## src/rtl/useq_pkg.sv

```systemverilog
`timescale 1ns/1ps
package useq_pkg;

    localparam int ADDR_W = 4;
    localparam int WORDS  = 1 << ADDR_W;
    localparam int OP_W   = 2;
    localparam int CTL_W  = 14;

    typedef enum logic [OP_W-1:0] {
        OP_LOAD  = 2'd0,
        OP_ADD   = 2'd1,
        OP_STORE = 2'd2,
        OP_BRZ   = 2'd3
    } opcode_e;

    typedef logic [ADDR_W-1:0] uaddr_t;
    typedef logic [CTL_W-1:0]  ctl_t;

    // Control point positions inside the control field
    localparam int CB_WRITE    = 0;
    localparam int CB_TMP_OUT  = 1;
    localparam int CB_READ     = 2;
    localparam int CB_PC_INCR  = 3;
    localparam int CB_PC_OUT   = 4;
    localparam int CB_PC_IN    = 5;
    localparam int CB_MDR_OUT  = 6;
    localparam int CB_MDR_IN   = 7;
    localparam int CB_MAR_IN   = 8;
    localparam int CB_IR_OUT   = 9;
    localparam int CB_IR_IN    = 10;
    localparam int CB_ALU_ADD  = 11;
    localparam int CB_ACC_OUT  = 12;
    localparam int CB_ACC_IN   = 13;

    localparam ctl_t M_WRITE   = ctl_t'(1) << CB_WRITE;
    localparam ctl_t M_TMP_OUT = ctl_t'(1) << CB_TMP_OUT;
    localparam ctl_t M_READ    = ctl_t'(1) << CB_READ;
    localparam ctl_t M_PC_INCR = ctl_t'(1) << CB_PC_INCR;
    localparam ctl_t M_PC_OUT  = ctl_t'(1) << CB_PC_OUT;
    localparam ctl_t M_PC_IN   = ctl_t'(1) << CB_PC_IN;
    localparam ctl_t M_MDR_OUT = ctl_t'(1) << CB_MDR_OUT;
    localparam ctl_t M_MDR_IN  = ctl_t'(1) << CB_MDR_IN;
    localparam ctl_t M_MAR_IN  = ctl_t'(1) << CB_MAR_IN;
    localparam ctl_t M_IR_OUT  = ctl_t'(1) << CB_IR_OUT;
    localparam ctl_t M_IR_IN   = ctl_t'(1) << CB_IR_IN;
    localparam ctl_t M_ALU_ADD = ctl_t'(1) << CB_ALU_ADD;
    localparam ctl_t M_ACC_OUT = ctl_t'(1) << CB_ACC_OUT;
    localparam ctl_t M_ACC_IN  = ctl_t'(1) << CB_ACC_IN;

    // Microword: control field, dispatch flag, successor, zero-OR flag
    typedef struct packed {
        ctl_t   ctl;
        logic   via_tbl;
        uaddr_t nxt;
        logic   or_zero;
    } uword_t;

    localparam int UWORD_W = $bits(uword_t);

    // Microprogram layout. Dispatch entries for load/add/store are odd so
    // the zero-OR applied at decode leaves them untouched; branch is even.
    localparam uaddr_t A_FETCH0  = uaddr_t'(0);
    localparam uaddr_t A_FETCH1  = uaddr_t'(1);
    localparam uaddr_t A_FETCH2  = uaddr_t'(2);
    localparam uaddr_t A_DECODE  = uaddr_t'(3);
    localparam uaddr_t A_BRZ_NO  = uaddr_t'(4);
    localparam uaddr_t A_BRZ_YES = uaddr_t'(5);
    localparam uaddr_t A_LD_RD   = uaddr_t'(6);
    localparam uaddr_t A_LD_ADR  = uaddr_t'(7);
    localparam uaddr_t A_LD_WB   = uaddr_t'(8);
    localparam uaddr_t A_AD_ADR  = uaddr_t'(9);
    localparam uaddr_t A_AD_RD   = uaddr_t'(10);
    localparam uaddr_t A_ST_ADR  = uaddr_t'(11);
    localparam uaddr_t A_AD_SUM  = uaddr_t'(12);
    localparam uaddr_t A_ST_MDR  = uaddr_t'(13);
    localparam uaddr_t A_AD_WB   = uaddr_t'(14);
    localparam uaddr_t A_ST_WR   = uaddr_t'(15);

    function automatic uword_t uw(ctl_t c, logic v, uaddr_t n, logic o);
        uword_t w;
        w.ctl     = c;
        w.via_tbl = v;
        w.nxt     = n;
        w.or_zero = o;
        return w;
    endfunction

    function automatic uword_t rom_word(uaddr_t a);
        uword_t w;
        case (a)
            A_FETCH0:  w = uw(M_MAR_IN | M_PC_OUT,  1'b0, A_FETCH1, 1'b0);
            A_FETCH1:  w = uw(M_PC_INCR | M_READ,   1'b0, A_FETCH2, 1'b0);
            A_FETCH2:  w = uw(M_MDR_OUT | M_IR_IN,  1'b0, A_DECODE, 1'b0);
            A_DECODE:  w = uw('0,                   1'b1, A_FETCH0, 1'b1);
            A_BRZ_NO:  w = uw('0,                   1'b0, A_FETCH0, 1'b0);
            A_BRZ_YES: w = uw(M_IR_OUT | M_PC_IN,   1'b0, A_FETCH0, 1'b0);
            A_LD_ADR:  w = uw(M_IR_OUT | M_MAR_IN,  1'b0, A_LD_RD,  1'b0);
            A_LD_RD:   w = uw(M_READ,               1'b0, A_LD_WB,  1'b0);
            A_LD_WB:   w = uw(M_MDR_OUT | M_ACC_IN, 1'b0, A_FETCH0, 1'b0);
            A_AD_ADR:  w = uw(M_IR_OUT | M_MAR_IN,  1'b0, A_AD_RD,  1'b0);
            A_AD_RD:   w = uw(M_READ,               1'b0, A_AD_SUM, 1'b0);
            A_AD_SUM:  w = uw(M_ALU_ADD,            1'b0, A_AD_WB,  1'b0);
            A_AD_WB:   w = uw(M_TMP_OUT | M_ACC_IN, 1'b0, A_FETCH0, 1'b0);
            A_ST_ADR:  w = uw(M_IR_OUT | M_MAR_IN,  1'b0, A_ST_MDR, 1'b0);
            A_ST_MDR:  w = uw(M_ACC_OUT | M_MDR_IN, 1'b0, A_ST_WR,  1'b0);
            A_ST_WR:   w = uw(M_WRITE,              1'b0, A_FETCH0, 1'b0);
            default:   w = '0;
        endcase
        return w;
    endfunction

    function automatic uaddr_t dispatch_entry(opcode_e op);
        uaddr_t a;
        case (op)
            OP_LOAD:  a = A_LD_ADR;
            OP_ADD:   a = A_AD_ADR;
            OP_STORE: a = A_ST_ADR;
            default:  a = A_BRZ_NO;
        endcase
        return a;
    endfunction

endpackage

```

## src/rtl/useq_rom.sv

```systemverilog
`timescale 1ns/1ps
module useq_rom
    import useq_pkg::*;
(
    input  uaddr_t addr,
    output uword_t word
);
    uword_t table_w [WORDS];

    for (genvar i = 0; i < WORDS; i++) begin : g_cell
        assign table_w[i] = rom_word(uaddr_t'(i));
    end

    assign word = table_w[addr];
endmodule

```

## src/rtl/useq_next.sv

```systemverilog
`timescale 1ns/1ps
module useq_next
    import useq_pkg::*;
(
    input  uword_t              cur,
    input  logic [OP_W-1:0]     op_code,
    input  logic                acc_zero,
    output uaddr_t              nxt_addr
);
    uaddr_t base;
    uaddr_t zero_or;

    always_comb begin
        base    = cur.via_tbl ? dispatch_entry(opcode_e'(op_code)) : cur.nxt;
        zero_or = uaddr_t'(cur.or_zero & acc_zero);
        nxt_addr = base | zero_or;
    end
endmodule

```

## src/rtl/useq_regs.sv

```systemverilog
`timescale 1ns/1ps
module useq_regs
    import useq_pkg::*;
(
    input  logic   clk,
    input  logic   rst,
    input  uaddr_t addr_in,
    input  uword_t word_in,
    output uaddr_t addr_q,
    output uword_t word_q
);
    always_ff @(posedge clk) begin
        if (rst) begin
            addr_q <= A_FETCH0;
            word_q <= '0;
        end else begin
            addr_q <= addr_in;
            word_q <= word_in;
        end
    end
endmodule

```

## src/rtl/useq_ctrl.sv

```systemverilog
`timescale 1ns/1ps
module useq_ctrl
    import useq_pkg::*;
(
    input  logic        clk,
    input  logic        rst,
    input  logic [1:0]  op_code,
    input  logic        acc_zero,
    output logic        acc_load,
    output logic        acc_drive,
    output logic        alu_add,
    output logic        ir_load,
    output logic        ir_drive,
    output logic        mar_load,
    output logic        mdr_load,
    output logic        mdr_drive,
    output logic        pc_load,
    output logic        pc_drive,
    output logic        pc_step,
    output logic        mem_rd,
    output logic        tmp_drive,
    output logic        mem_wr
);
    uaddr_t csar_q;
    uaddr_t next_addr;
    uword_t csir_q;
    uword_t rom_out;
    ctl_t   ctl_bus;

    useq_next u_next (
        .cur      (csir_q),
        .op_code  (op_code),
        .acc_zero (acc_zero),
        .nxt_addr (next_addr)
    );

    useq_rom u_rom (
        .addr (next_addr),
        .word (rom_out)
    );

    useq_regs u_regs (
        .clk     (clk),
        .rst     (rst),
        .addr_in (next_addr),
        .word_in (rom_out),
        .addr_q  (csar_q),
        .word_q  (csir_q)
    );

    assign ctl_bus   = csir_q.ctl;
    assign acc_load  = ctl_bus[CB_ACC_IN];
    assign acc_drive = ctl_bus[CB_ACC_OUT];
    assign alu_add   = ctl_bus[CB_ALU_ADD];
    assign ir_load   = ctl_bus[CB_IR_IN];
    assign ir_drive  = ctl_bus[CB_IR_OUT];
    assign mar_load  = ctl_bus[CB_MAR_IN];
    assign mdr_load  = ctl_bus[CB_MDR_IN];
    assign mdr_drive = ctl_bus[CB_MDR_OUT];
    assign pc_load   = ctl_bus[CB_PC_IN];
    assign pc_drive  = ctl_bus[CB_PC_OUT];
    assign pc_step   = ctl_bus[CB_PC_INCR];
    assign mem_rd    = ctl_bus[CB_READ];
    assign tmp_drive = ctl_bus[CB_TMP_OUT];
    assign mem_wr    = ctl_bus[CB_WRITE];
endmodule

```

## config.mk

```make
export PLATFORM = sky130hd
export DESIGN_NAME = useq_ctrl
export DESIGN_NICKNAME = d
export VERILOG_FILES = /design/src/rtl/useq_pkg.sv /design/src/rtl/useq_rom.sv /design/src/rtl/useq_next.sv /design/src/rtl/useq_regs.sv /design/src/rtl/useq_ctrl.sv
export SDC_FILE = /design/constraint.sdc
export NUM_CORES = 1
export LEC_CHECK = 0
export ABC_AREA = 1
export BUFFER_PORTS_ARGS = -buffer_cell sky130_fd_sc_hd__buf_2
export CORE_AREA = 2 2 63 65
export CTS_BUF_LIST = sky130_fd_sc_hd__clkbuf_4 sky130_fd_sc_hd__clkbuf_8
export DETAILED_ROUTE_END_ITERATION = 12
export DIE_AREA = 0 0 65 67
export GPL_ROUTABILITY_DRIVEN = 0
export SYNTH_ARGS = -nofsm -noshare
export SYNTH_HDL_FRONTEND = slang
export SYNTH_SLANG_ARGS = --single-unit
```

## constraint.sdc

```tcl
create_clock -name clk -period 4.4 [get_ports clk]
set_input_delay 0.88 -clock clk [delete_from_list [all_inputs] [get_ports clk]]
set_output_delay 0.88 -clock clk [all_outputs]
set_load 0.05 [all_outputs]
```

**Yosys cells after proc, flatten, opt, wreduce, memory -nomap -nowiden**

Memories as Yosys holds them, arrays and structs flattened. A register that Yosys moved wholly into a read port is not among the register bits.
Cells that the tools add are included.

- Equality and inequality tests: 2
- Multiplexer cells: 2
- Bitwise operators: 3
- Reduce and logical (&&, ||, !) cells: 1

Operators with widths:

| operator | count |
|---|---|
| case mux 4 bit (3 select lines) | 1 |
| inverter 4 -> 5 bit | 1 |
| two-way mux 4 bit | 1 |
| bitwise OR 4 bit | 1 |
| equality test 2 x 1 -> 1 bit (second input constant) | 1 |
| equality test 2 bit (second input constant) | 1 |
| logical NOT 2 bit | 1 |
| AND 1 bit | 1 |

- Bits in registers: 0
- ROM bits: 320
- Input port bits: 5
- Output and inout bits: 14
- Logic and storage cells: 9
- Memories: 1

Memory list:

| name | depth | width | rd ports | clocked after Yosys merged registers in | write ports | RTL line | text |
|---|---|---|---|---|---|---|---|
| (no name shown) | 16 | 20 | 1 | 1 | 0 | useq_rom.sv:14 | `assign word = table_w[addr];` |

**Logic depth before layout (Yosys ltp)**

Gate-level depths: netlist (run 1).

- Depth in word-level cells: 5
- Depth in mapped cells: 9
- Depth with buffers taken out: 9

**By module**

Synthesis (run 1) repeated with hierarchy kept, for this count alone.

- Cells, all modules: 158
- Area total of the unflattened synthesis: 1169.9 µm²

Modules (own cells, without submodules):

| module | instances | cells an instance | area each (µm²) | seq. area each (µm²) |
|---|---|---|---|---|
| useq_regs | 1 | 74 | 683.2 | 480.5 |
| useq_rom | 1 | 66 | 386.6 | 0.0 |
| useq_next | 1 | 18 | 100.1 | 0.0 |

**Worst setup path after synthesis (run 1)**

OpenSTA, ideal clock, no wires.

- Kind: input -> register
- From: input port op_code[0]
- To: register, netlist name u_regs.word_q[8]
- Library setup time: 0.111 ns
- Arrival time: 1.812 ns
- Required time: 4.289 ns
- Setup slack: 2.477 ns
- Cell stages on the path: 8
- Path buffers: 0
- Cell sequence: ha_1 > nand3b_1 > o21ai_1 > ha_1 > nand2_1 > nand2_1 > nor2_1 > nor2_1

- Word-level cells in the longest chain between the ends: 5

RTL lines:

| element | RTL line | text |
|---|---|---|
| start: declaration | useq_ctrl.sv:7 | `input logic [1:0] op_code,` |
| equality test 2 bit, or another cell as far along | useq_pkg.sv:114 | `case (op)` |
| case mux 4 bit (3 select lines) (*) | useq_pkg.sv:114 |  |
| two-way mux 4 bit (*) | useq_next.sv:14 | `base = cur.via_tbl ? dispatch_entry(opcode_e'(op_code)) : cur.nxt;` |
| bitwise OR 4 bit (*) | useq_next.sv:16 | `nxt_addr = base \| zero_or;` |
| inverter 4 -> 5 bit (not written as such) (*) | useq_rom.sv:14 |  |

Mark *: on every way between the ends. The rest lies on a longest branch, timed or not.

**Worst setup path in the final report (run 1)**

- From: input port op_code[0]
- To: register, netlist name u_regs.word_q[8]

- Word-level cells in the longest chain between the ends: 5

RTL lines:

| element | RTL line |
|---|---|
| equality test 2 bit, or another cell as far along | useq_pkg.sv:114 |
| case mux 4 bit (3 select lines) (*) | useq_pkg.sv:114 |
| two-way mux 4 bit (*) | useq_next.sv:14 |
| bitwise OR 4 bit (*) | useq_next.sv:16 |
| inverter 4 -> 5 bit (not written as such) (*) | useq_rom.sv:14 |

Marks and branches as above.

==> impl_results.md, run 1 <==
* GRT busiest layer: met2
* Slew @ Worst Pin at 0.4358 ns
* Remaining antenna violation count at 0
* Slew Limit Fails at 0
* WHS at 0.5699 ns
* Register area share after synthesis at 41.20%
* Max clock buf depth at 2
* Synth Register Bits at 18
* Clk slew on worst S/H paths at 0.06 ns
* CP Capture Type: flip-flop
* Filler cell count at 391
* Synthesized Nets at 121
* Num rows at 22
* DIE AREA at 0.004355 sq mm
* M2 GR Usage at 14.05%
* Final WS setup at 2.462 ns
* Power consumption at 606.8 uW
* Slew HR at 70.75%
* Cts bufs inserted at 3
* Mapped cell area at 874.6 sq um
* Global-route wire length before repair at 2780 microns
* Setup TNS at 0 ns
* Pin count of the biggest net entering global routing at 11
* Total track usage at 8.619%
* Yosys cell types at 21
* # port buffers at 18
* GRT met1 Usage at 9.796%
* Combinational power share at 44.6%
* I/O pin cnt at 19
* Nets at 142
* CP required at 4.55 ns
* Critical Path Fanout Max at 6
* Final hold violations at 0
* Layout cells sized above 1 at 30.71%
* CTS resizes at 0
* Max reg flops at 18
* Max Fclk at 516.0 MHz
* Fin crit period at 1.938 ns
* Initial antenna violation count at 0
* Largest register by flop count: u_regs.word_q
* Vias in the first global route at 623
* Clock Latency Late Sink at 0.25 ns
* Core area at 0.003606 sq mm
* Die X-Extent at 65 microns
* Layout Utilization at 29.42%
* Post-DR wirelength/cell at 9.080 microns
* DRC violations left at 0
* DRT Pass-1 Iters at 4
* Die Ht at 67 microns
* Vias per inst at 3.863
* Critical Path Start: op_code[0]
* Yosys warnings at 0
* Post CTS Setup Buffer Count at 0
* Critical path class: input pin to flip-flop
* Storage element area at 360.3 sq um
* Final non-filler cell total at 175
* RSZ-0062 raised after global routing: false
* Worst Skew at 0.0008282 ns
* Crit path arrival time at 2.09 ns
* Worst IR drop on VDD at 0.1093 mV
* H-tree depth at 1
* DR vias at 676
* Worst Hold Launch: u_regs.word_q[4]
* Initial core utilization at 24.25%
* Status: finished, final reports clean
* Met3 GRT Util at 2.534%
* Post-DP Area at 0.001006 sq mm
* Worst hold-check path type: flip-flop to flip-flop
* Biggest regs: u_regs.word_q: 18 flops
* Fin area at 0.001061 sq mm
* Placed insts at 171
* CTS Root Cell: clkbuf_8
* TritonCTS clock tree: done
* PD cells at 571.9 mW/mm^2
* Setup crit start kind: input pin
* Psw at 258.7 uW
* DRT Wirelength at 1589 microns
* DPL Wire Length at 1235 microns
* Area of the multi-input gates at 439.2 sq um
* Area Overhead vs Synth at 21.32%
* Initial DRC count at 15
* CTS Sinks at 18
* Grt total ovfl at 0
* Dpl ws at 2.187 ns
* Pint at 348.1 uW
* N_diodes at 0
* Post-synthesis cell count at 107
* MaxCap Viol Count at 0
* Syn_area_per_cell at 8.174 sq um
* Fin crit share at 44.04%
* Final setup violation count at 0
* Reg-to-Reg Start: u_regs.word_q[5]
* Cts hold-fix bufs at 0
* Leak pwr at 0.5623 nW
* Sequential share of power at 33.9%
* Switching Share at 42.64%
* Clock share of power at 21.5%
==> area by class of cell <==
cell class              count  share of cell area [%]
flip-flops and latches     18                   33.96
multi-input cells          72                   41.39
well taps                  48                   5.660
clock buffers               4                   5.189
inverters                  15                   5.307
repair buffers             18                   8.491
==> path summary, 6_finish.rpt <==
| path | depth (start not counted) | slack [ns] | end |
|---|---|---|---|
| worst min-delay path | 3 | 0.57 | u_regs.word_q[5] |
| worst max register to register | 8 | 2.70 | u_regs.word_q[8] |
| worst min register to register | 3 | 0.57 | u_regs.word_q[5] |
| worst max-delay path | 9 | 2.46 | u_regs.word_q[8] |
==> metal layers <==
layer,vias up,share of wire (%)
met3,2,4.1
li1,368,-
met2,14,46
met5,-,0
met4,0,2.4
met1,292,48
==> placed cells by master, fill, tap and decap left out, drive strengths merged <==
cell	count
inv	15
nor3	2
o21ai	6
a21oi	2
nand3	6
nand3b	2
nor2	14
nand2	31
buf	18
ha	9
dfxtp	18
clkbuf	4
==> power by group through the flow <==
stage / Clock (mW) / Combinational (mW) / Sequential [mW]
floorplan: 0 / 0.152 / 0.277
global placement: 0 / 0.273 / 0.210
detailed placement: 0 / 0.271 / 0.209
CTS: 0.135 / 0.273 / 0.206
global route: 0.141 / 0.301 / 0.209
finish: 0.131 / 0.270 / 0.206
==> critical path, cell delays in order <==
cell	delay [ns]
buf_2	0.11
ha_1	0.22
nand3b_1	0.08
o21ai_1	0.17
ha_1	0.31
nand2_1	0.14
nand2_1	0.06
nor2_1	0.08
nor2_1	0.04
==> logic make-up after synthesis <==
family          share of synthesized area (%)
fa+ha+maj                               12.88
flops                                   41.20
compound gates                          6.724
buf+inv                                 8.583
simple gates                            30.61
==> cell usage after synthesis (all sizes together) <==
master  instances  area [sq um]
o21ai           6         45.05
a21oi           2         13.76
inv            15         56.30
nand3b          2         15.01
nand2          31         141.4
dfxtp          18         360.4
nor2           14         71.32
nor3            2         10.01
nand3           6         30.03
ha              9         112.6
buf             2         18.77
(Power assumes the default switching activity.)
==> inputs of run 2 (changes only) <==
==> constraint.sdc (replaced) <==
create_clock -name clk -period 1.6 [get_ports clk]
set_input_delay 0.32 -clock clk [delete_from_list [all_inputs] [get_ports clk]]
set_output_delay 0.32 -clock clk [all_outputs]
set_load 0.05 [all_outputs]
==> run 2 against run 1 <==
  * Non-clock buffer count increased by 5
  * Die area unchanged
  * Critical endpoint is now u_regs.word_q[2]
  * Critical path type is now flip-flop to flip-flop
  * Cell count increased by 2.9%
==> impl_results.md, run 2 (same netlist as run 1, synthesis figures left out) <==
* Max clock buf depth at 2
* Total track usage at 8.217%
* CP Cell Sequence: inv_2 -> nor2_1 -> a21oi_2 -> ha_1 -> inv_1 -> nor2_1 -> nand2_1 -> nand3_1
* Max stage delay on crit path at 0.42 ns
* Clock share of power at 21.3%
* CTS Sinks at 18
* Vias per inst at 3.922
* Worst IR drop on VDD at 0.4332 mV
* Most frequent cells in the layout: nand2_1, buf_2, dfxtp_1, nor2_1, inv_1
* DR vias at 706
* Slew HR at 79.32%
* Sequential share of power at 32.0%
* Critical path class: flip-flop to flip-flop
* Initial antenna violation count at 0
* Vias in the first global route at 553
* CTS Root Cell: clkbuf_8
* Initial core utilization at 24.25%
* PD cells at 1595 mW/mm^2
* Initial DRC count at 24
* Remaining antenna violation count at 0
* Biggest regs: u_regs.word_q: 18 flops
* Leak pwr at 0.5869 nW
* Setup crit start kind: flip-flop
* DIE AREA at 0.004355 sq mm
* Post CTS Setup Buffer Count at 0
* Pint at 1.017 mW
* MaxCap Viol Count at 0
* Final setup violation count at 0
* WHS Path Cells at 2
* Setup TNS at 0 ns
* Die Ht at 67 microns
* Max Fclk at 714.5 MHz
* DRT Wirelength at 1664 microns
* RSZ-0062 raised after global routing: false
* Worst hold-check path type: input pin to flip-flop
* Psw at 736.8 uW
* Die X-Extent at 65 microns
* DRC violations left at 0
* Worst Skew at 0.01007 ns
* Final hold violations at 0
* Post-DR wirelength/cell at 9.244 microns
* Layout Utilization at 30.50%
* Cts bufs inserted at 3
* Slew @ Worst Pin at 0.3082 ns
* Area Overhead vs Synth at 25.75%
* Cell family with most CP delay: flip-flops
* Switching Share at 42.01%
* Clk slew on worst S/H paths at 0.08 ns
* Clock Latency Late Sink at 0.25 ns
* DPL Wire Length at 1262 microns
* WP buf/inv at 2
* Filler cell count at 385
* N_diodes at 0
* # port buffers at 18
* Slew Limit Fails at 0
* Core area at 0.003606 sq mm
* Max reg flops at 18
* H-tree depth at 1
* Critical Path Fanout Max at 9
* Nets at 147
* Cts hold-fix bufs at 0
* Fin crit share at 87.48%
* I/O pin cnt at 19
* Depth of the most critical reg-to-reg path at 8
* Critical path depth at 8
* Global-route wire length before repair at 2553 microns
* Grt total ovfl at 0
* Layout cells sized above 1 at 34.09%
* TritonCTS clock tree: done
* Crit-path slowest cell: dfxtp_2
* Status: finished, final reports clean
* Largest register by flop count: u_regs.word_q
* Crit path arrival time at 1.54 ns
* Pin count of the biggest net entering global routing at 11
* Num rows at 22
* Fin crit period at 1.400 ns
* Most common cell after layout, fill and taps aside: nand2_1
* CP Capture Type: flip-flop
* Most frequent CP cell: nor2_1
* DRT Pass-1 Iters at 4
* Combinational power share at 46.8%
* CP required at 1.74 ns
==> run 2: cell count changes in the layout (fill, tap and decap cells not counted), sizes merged <==
cell,change
buf,+5
==> run 2: final timing paths <==
check | from | endpoint | slack (ns)
hold reg to reg | u_regs.word_q[4] | u_regs.word_q[5] | 0.56
hold / removal | rst | u_regs.word_q[5] | 0.33
setup reg to reg | u_regs.word_q[5] | u_regs.word_q[2] | 0.20
setup / recovery | u_regs.word_q[5] | u_regs.word_q[2] | 0.20
==> run 2: stage by stage <==
step	cell area (sq um)	hold slack, ns	instances	power [mW]	worst slack, ns
after global placement	1044	0.5507	176	1.389	0.05024
after CTS	1099	0.3414	180	1.770	0.08958
final	1100	0.3316	180	1.754	0.2004
after floorplan	874.6	0.3968	107	1.180	0.1709
after global routing	1100	0.3352	180	1.873	0.09405
after detailed placement	1044	0.5463	176	1.391	0.04078
==> run 2: worst register-to-register path, stage by stage (launching register included) <==
cell	delay (ns)
dfxtp_2	0.42
inv_2	0.08
nor2_1	0.12
a21oi_2	0.10
ha_1	0.21
inv_1	0.11
nor2_1	0.06
nand2_1	0.10
nand3_1	0.08
==> run 2: routing by layer <==
| layer | wire length (microns) | track usage [%] |
|---|---|---|
| met2 | 734 | 13.02 |
| met3 | 73 | 2.027 |
| met4 | 38 | 4.787 |
| met5 | 0 | 0 |
| met1 | 817 | 10.07 |
==> run 2: timing repair <==
item / 4_1_cts / 5_1_grt
resized for setup: 0 / 1
endpoints found under the setup margin: 0 / 3
endpoints found under the hold margin: 0 / 0
==> run 2: power by group through the flow <==
stage / sequential (mW) / combinational, mW / clock (mW)
5_1_grt: 0.569 / 0.900 / 0.404
2_1_floorplan: 0.761 / 0.419 / 0
3_3_place_gp: 0.572 / 0.817 / 0
6_report: 0.561 / 0.820 / 0.373
3_5_place_dp: 0.571 / 0.820 / 0
4_1_cts: 0.560 / 0.824 / 0.386
==> run 2: area by class of cell <==
| type | count | area (sq um) | share of cell area (%) |
|---|---|---|---|
| well taps | 48 | 60.06 | 5.461 |
| multi-input cells | 72 | 439.2 | 39.93 |
| inverters | 15 | 56.30 | 5.119 |
| clock buffers | 4 | 55.05 | 5.006 |
| repair buffers | 23 | 127.6 | 11.60 |
| flip-flops and latches | 18 | 361.6 | 32.88 |
